$ cat src/rtl/rx_ring_fetch.sv
module rx_ring_fetch #(
  parameter int W = 16
) (
  input  logic             clk,
  input  logic             rst_n,
  input  logic             cfg_wide,
  input  logic             reg_wr,
  input  logic [2:0]       reg_sel,
  input  logic [W-1:0]     reg_wdata,
  output logic [W-1:0]     reg_rdata,
  input  logic             cmd_req,
  input  logic             rx_low_req,
  input  logic             exh_clr,
  output logic             busy,
  output logic             done,
  output logic             cmd_pend,
  output logic             exhausted,
  output logic             mem_req,
  output logic [2*W-1:0]   mem_addr,
  input  logic             mem_valid,
  input  logic [W-1:0]     mem_rdata,
  output logic [2*W-1:0]   buf_addr,
  output logic [2*W-1:0]   buf_words
);
  localparam int AW = 2 * W;

  logic [W-1:0] start_p, end_p, rd_p, wr_p, upper;
  logic [1:0]   idx;
  logic         outst;

  wire          take  = busy & outst & mem_valid;
  wire          last  = take & (idx == 2'd3);
  wire          trig  = ~busy & (cmd_req | rx_low_req | (exh_clr & exhausted));
  wire [W-1:0]  step  = cfg_wide ? W'(16) : W'(8);
  wire [W-1:0]  nxt   = rd_p + step;
  wire [W-1:0]  wrapd = (nxt == end_p) ? start_p : nxt;

  assign mem_req  = busy & ~outst;
  assign mem_addr = {upper, rd_p} + (AW'(idx) << (cfg_wide ? 2 : 1));

  always_comb begin
    case (reg_sel)
      3'd0:    reg_rdata = start_p;
      3'd1:    reg_rdata = end_p;
      3'd2:    reg_rdata = rd_p;
      3'd3:    reg_rdata = wr_p;
      3'd4:    reg_rdata = upper;
      default: reg_rdata = '0;
    endcase
  end

  always_ff @(posedge clk) begin
    if (!rst_n) begin
      start_p <= '0;
      end_p   <= '0;
      rd_p    <= '0;
      wr_p    <= '0;
      upper   <= '0;
    end else begin
      if (reg_wr) begin
        case (reg_sel)
          3'd0:    start_p <= reg_wdata & ~W'(1);
          3'd1:    end_p   <= reg_wdata & ~W'(1);
          3'd2:    rd_p    <= reg_wdata & ~W'(1);
          3'd3:    wr_p    <= reg_wdata & ~W'(1);
          3'd4:    upper   <= reg_wdata;
          default: ;
        endcase
      end
      if (last) rd_p <= wrapd;
    end
  end

  always_ff @(posedge clk) begin
    if (!rst_n) begin
      busy      <= 1'b0;
      outst     <= 1'b0;
      idx       <= '0;
      done      <= 1'b0;
      cmd_pend  <= 1'b0;
      exhausted <= 1'b0;
      buf_addr  <= '0;
      buf_words <= '0;
    end else begin
      done <= last;
      if (exh_clr) exhausted <= 1'b0;
      if (mem_req) outst <= 1'b1;
      if (take) begin
        outst <= 1'b0;
        idx   <= idx + 2'd1;
        case (idx)
          2'd0: buf_addr[W-1:0]   <= mem_rdata;
          2'd1: buf_addr[AW-1:W]  <= mem_rdata;
          2'd2: buf_words[W-1:0]  <= mem_rdata;
          2'd3: buf_words[AW-1:W] <= mem_rdata;
        endcase
      end
      if (last) begin
        busy     <= 1'b0;
        cmd_pend <= 1'b0;
        if (wrapd == wr_p) exhausted <= 1'b1;
      end
      if (trig) begin
        busy  <= 1'b1;
        outst <= 1'b0;
        idx   <= '0;
        if (cmd_req) cmd_pend <= 1'b1;
      end
    end
  end
endmodule

$ cat config.mk
export PLATFORM = sky130hd
export DESIGN_NAME = rx_ring_fetch
export DESIGN_NICKNAME = d
export VERILOG_FILES = /design/src/rtl/rx_ring_fetch.sv
export SDC_FILE = /design/constraint.sdc
export NUM_CORES = 1
export LEC_CHECK = 0
export BUFFER_PORTS_ARGS = -buffer_cell sky130_fd_sc_hd__buf_4
export CORE_MARGIN = 2
export CORE_UTILIZATION = 25
export CTS_CLUSTER_DIAMETER = 50
export DETAILED_ROUTE_END_ITERATION = 10
export PLACE_DENSITY = 0.41
export SKIP_LAST_GASP = 1
export SLEW_MARGIN = 25
export SYNTH_ARGS = -nofsm -noshare
export SYNTH_HDL_FRONTEND = slang
export SYNTH_SLANG_ARGS = --single-unit
$ cat constraint.sdc
create_clock -name clk -period 7.3 [get_ports clk]
set_input_delay 1.46 -clock clk [delete_from_list [all_inputs] [get_ports clk]]
set_output_delay 1.46 -clock clk [all_outputs]
set_load 0.05 [all_outputs]
==> results of run 1 <==
-- kinds of logic (layout without fill, tap and decap cells) --
group	count (synthesis)	count (layout)	share of synthesized area, %
fa+ha+maj	13	13	2.35
mux	25	25	3.62
other cells	1	3	0.0496
simple gates	392	392	22.6
xor+xnor	75	75	8.88
flops	148	148	39.2
compound gates	234	234	18.5
buf+inv	86	213	4.81
-- power groups by stage --
stage / Sequential [mW] / Combinational [mW] / Clock [mW]
floorplan: 0.853 / 0.114 / 0
global placement: 0.854 / 0.193 / 0
detailed placement: 0.854 / 0.193 / 0
CTS: 0.836 / 0.194 / 0.960
global route: 0.837 / 0.207 / 0.995
finish: 0.836 / 0.193 / 0.940
-- state kept, by name, indices dropped and copies added, names as in the netlist --
name       flops
buf_addr      32
buf_words     32
rd_p          16
upper         16
end_p         15
start_p       15
wr_p          15
idx            2
busy           1
cmd_pend       1
done           1
exhausted      1
outst          1
-- per-stage QoR --
stage	instances	power, mW	util [%]
2_1_floorplan	975	0.967	-
3_3_place_gp	1460	1.05	30.3
3_5_place_dp	1461	1.05	30.4
4_1_cts	1492	1.99	32.4
5_1_grt	1492	2.04	32.4
6_report	1493	1.97	32.4
-- worst max-delay path, cell delays in order --
cell and delay [ns]:
buf_4 0.13, inv_1 0.10, nand2_1 0.10, inv_1 0.08, ha_1 0.13, a21o_1 0.09
a21oi_1 0.09, o21bai_1 0.14, a21oi_1 0.13, or3_1 0.33, buf_4 0.17, or3_1 0.42
or2_2 0.35, nor2_1 0.26, nand3_1 0.21, xnor2_1 0.25, buf_4 0.24
-- per-layer routing --
metal	vias up	global-route usage, %	part of all wire, %
met5	-	0	0
met4	0	4.51	0.83
met3	13	2.61	4.6
met2	174	26.6	44
met1	3407	27.5	51
li1	3536	-	-
-- synthesized netlist by cell type, types with 10 or more instances --
| cell type | n | area share, % |
|---|---|---|
| nor2_1 | 27 | 1.3 |
| mux2i_1 | 10 | 1.3 |
| ha_1 | 11 | 1.8 |
| o22ai_1 | 17 | 1.4 |
| nand2_1 | 284 | 14 |
| xor2_1 | 27 | 3.1 |
| inv_1 | 14 | 0.69 |
| clkbuf_1 | 57 | 2.8 |
| mux2_2 | 13 | 1.9 |
| a211oi_1 | 27 | 2.7 |
| dfxtp_1 | 148 | 39 |
| a22oi_1 | 31 | 3.1 |
| a21oi_1 | 131 | 8.7 |
| xnor2_1 | 47 | 5.4 |
| nor2b_1 | 23 | 1.9 |
-- cell type report --
class                   count  area share [%]
flip-flops and latches    148            30.7
inverters                  15           0.610
diodes                      1          0.0260
clock buffers              19            4.49
clock inverters            12            1.84
repair buffers            167            13.1
multi-input cells         741            44.1
well taps                 390            5.06
-- final timing paths --
| path | endpoint | from | cells after the start | slack (ns) |
|---|---|---|---|---|
| worst min register to register | buf_addr[15] | buf_addr[15] | 2 | 0.45 |
| worst max register to register | exhausted | rd_p[3] | 12 | 2.77 |
| worst max-delay path | mem_addr[31] | cfg_wide | 17 | 1.17 |
| worst min-delay path | buf_addr[15] | buf_addr[15] | 2 | 0.45 |
==> out/results.txt, run 1 <==
worst path arrival time: 4.67 ns
via count: 7130
final max-slew violation count: 0
maxcap violations: 0
row count: 63
Syn Inst Count: 974
Die Height: 178 um
Worst Tran Pin Value: 1.04 ns
Iter 0 DRT Violations: 544
Max VDD drop: 0.000149 V
grt ovf: 0
clock sink count: 148
total wire length: 28500 um
Worst Hold Slack: 0.454 ns
initial core utilization: 25.5%
layout cell share with drive strength beyond 1: 20.1%
PostCTS Resize Cnt: 0
Area Overhead vs Synth: 27.4%
clk_lat worst skew: 0.42 ns
CTS tree: yes
endpoints failing setup: 0
Lkg Pwr: 3.71 nW
DR pass1 iterations: 5
Pint: 1.46 mW
Min-Delay Path Class: register to register
sequential share of power: 42.5%
clock share of power: 47.7%
Hold-fix buffers, CTS: 0
worst clock skew: 0.00702 ns
Worst EP required: 5.84 ns
DRC: 0
yosys warns: 0
finished layout cell area: 9640 um2
GRT Total Usage: 18.1%
CP startpoint kind: primary input
root buf cell: clkbuf_16
gpl congestion: 0.791
Setup crit end kind: output port
CTS clock-pin slew for the worst setup and hold paths: 0.06 ns
vias in the first global route: 6786
Post-Synthesis Cell Area: 7560 um2
WS Path Type: primary input to output port
Yosys reg bits: 148
Relative slew margins: 30.6%
CP max FO: 5
Synth Flop Type: dfxtp_1
Post-synth ARST share: 0%
most frequent cells in the layout: nand2_1, buf_4, dfxtp_1
core area: 29700 um2
mean area per synthesized cell: 7.77 um2
port bufs: 159
total negative setup slack: 0 ns
Register Area: 2960 um2
DPL Wire Length: 20500 um
final net count: 1146
initial antenna violation count: 0
outcome: complete, no violations
Vias/cell: 4.78
# fillers: 3155
period utilization: 84.0%
maximum clock insertion buffer count: 2
Post-synth EDFFs: 0
Synth cell types: 55
sequential element share of the synthesized area: 39.2%
WL/cell: 19.1 um
Die Width: 178 um
die area: 31700 um2
DP Area: 9020 um2
Logic pwr share: 9.8%
largest net degree at the start of global routing: 50
final hold viol count: 0
final antenna-violating net count: 0
postcts setup bufs: 0
worst setup slack after layout: 1.17 ns
DP Worst Slack: 1.15 ns
Switching Power: 512 uW
CTS HTree Levels: 4
Sw Share: 26.0%
global-route wire length before repair: 43000 um
CTS Buf Count: 17
most common cell after layout, fill and taps aside: nand2_1
I/O pins: 160
RSZ-0062 raised after global routing: no
Fmax: 163 MHz
pwr dens: 204 nW/um2
minimum clock period: 6.13 ns
area occupied by multi-input gates: 4250 um2
(Power assumes the default switching activity.)
==> run 2: changes to the inputs <==
PLACE_DENSITY = 0.42   (was 0.41)
clock period = 5.4 ns   (was 7.3 ns; I/O delays follow)
==> out/results.txt, run 2 (synthesis results as in run 1) <==
outcome: complete, no violations
pwr dens: 270 nW/um2 (+32%)
worst clock skew: 0.0125 ns (+0.00552 ns)
Relative slew margins: 40.4% (+9.8 points)
worst path arrival time: 3.99 ns (-0.68 ns)
Vias/cell: 4.77 (-0.10%)
PostCTS Resize Cnt: 0 (unchanged)
CP max stage cell: or3_1
final hold viol count: 0 (unchanged)
final total power: 2.61 mW (+32%)
Area Overhead vs Synth: 27.8%
row count: 63 (unchanged)
Max VDD drop: 0.000142 V (-4.5%)
crit-path max cell delay: 0.45 ns (+0.03 ns)
endpoints failing setup: 0 (unchanged)
DPL Wire Length: 20500 um (-0.26%)
CTS clock-pin slew for the worst setup and hold paths: 0.07 ns (about the same)
Worst Tran Pin Value: 0.891 ns (-0.150 ns)
largest net degree at the start of global routing: 98 (+96%)
cell family with most CP delay: simple AND/OR/NAND/NOR gates
RSZ-0062 raised after global routing: no
clock sink count: 148 (unchanged)
finished layout cell area: 9670 um2 (+0.27%)
grt met2 use: 25.0% (-1.6 points)
antenna cells: 0 (-1)
Setup crit end kind: output port
CTS Buf Count: 17 (unchanged)
met3 GRT Util: 3.08% (+0.47 points)
I/O pins: 160 (unchanged)
WL/cell: 18.6 um (-2.3%)
CTS tree: yes
clk_lat worst skew: 0.42 ns (about the same)
Worst Hold Slack: 0.455 ns (+0.00119 ns)
initial antenna violation count: 0 (unchanged)
buffer and inverter count on the worst path: 2 (-3)
GRT Total Usage: 17.6% (-0.53 points)
GR peak layer: met1
minimum clock period: 5.07 ns
grt ovf: 0 (unchanged)
CP startpoint kind: primary input
WS Path Type: primary input to output port
Fmax: 197 MHz
Lkg Pwr: 3.73 nW (+0.55%)
Iter 0 DRT Violations: 489 (-10%)
postcts setup bufs: 0 (unchanged)
largest registers: buf_addr: 32 flops, buf_words: 32 flops
layout cell share with drive strength beyond 1: 20.7% (+0.58 points)
final antenna-violating net count: 0 (unchanged)
most common cell after layout, fill and taps aside: nand2_1
CTS HTree Levels: 4 (unchanged)
global-route wire length before repair: 42000 um (-2.2%)
port bufs: 159 (unchanged)
root buf cell: clkbuf_16
total negative setup slack: 0 ns (unchanged)
core area: 29700 um2 (unchanged)
met1 GRT Util: 27.3% (-0.19 points)
total wire length: 28000 um (-1.8%)
most frequent cells in the layout: nand2_1, buf_4, dfxtp_1
maximum clock insertion buffer count: 2 (unchanged)
final max-slew violation count: 0 (unchanged)
DRC: 0 (unchanged)
DP Area: 9070 um2 (+0.53%)
Worst EP required: 4.32 ns (-1.52 ns)
vias in the first global route: 6580 (-3.0%)
final net count: 1154 (+0.70%)
DR pass1 iterations: 5 (unchanged)
# fillers: 3212 (+1.8%)
initial core utilization: 25.5% (unchanged)
Hold-fix buffers, CTS: 0 (unchanged)
gpl congestion: 0.823 (+4.0%)
Die Height: 178 um (unchanged)
die area: 31700 um2 (unchanged)
Min-Delay Path Class: register to register
via count: 7156 (+0.36%)
period utilization: 93.8%
maxcap violations: 0 (unchanged)
CP Cell Sequence: buf_4, nand2_1, o21ai_0, ha_1, a21oi_1, o21bai_1, a21oi_1, or3_1, or3_1, or2_2, nor2_1, nand3_1, xnor2_1, buf_4
CP max FO: 5 (unchanged)
Die Width: 178 um (unchanged)
[run 2: path summary, 6_finish.rpt]
check / from / slack, ns / cells after the start / end
setup reg to reg: rd_p[3] / 1.30 / 13 / exhausted
hold reg to reg: buf_words[30] / 0.45 / 2 / buf_words[30]
hold / removal: buf_words[30] / 0.45 / 2 / buf_words[30]
setup / recovery: cfg_wide / 0.33 / 14 / mem_addr[31]
[run 2: area by class of cell]
class	instances	area, um2	area share [%]
clock buffers	17	425	4.40
clock inverters	14	169	1.75
inverters	15	61.3	0.634
multi-input cells	741	4250	43.9
flip-flops and latches	148	2960	30.7
well taps	390	488	5.05
repair buffers	175	1310	13.6
[run 2: report_power, final]
group          total (mW)  switching, mW  leakage (nW)  internal [mW]
registers            1.13         0.0228          1.20           1.11
clock network        1.22          0.522         0.286          0.694
logic               0.259          0.170          2.25         0.0891
[run 2: worst min-delay path, delay by kind of cell, from the launching register on]
family	cells	cell delay, ns
flip-flops	1	0.31
AO/OA/AOI/OAI	1	0.05
AND/OR/NAND/NOR	1	0.05
[run 2: routing by layer]
layer  vias to the layer above  part of all wire (%)
li1                       3557                     -
met4                         0                  0.66
met2                       184                    43
met5                         -                     0
met3                        13                   4.8
met1                      3402                    52
[run 2: through the flow]
stage | std cells | utilization, % | worst slack, ns
floorplan | 975 | - | 0.209
global placement | 1469 | 30.5 | 0.271
detailed placement | 1469 | 30.5 | 0.306
CTS | 1500 | 32.5 | 0.299
global route | 1500 | 32.5 | 0.149
finish | 1500 | 32.5 | 0.334
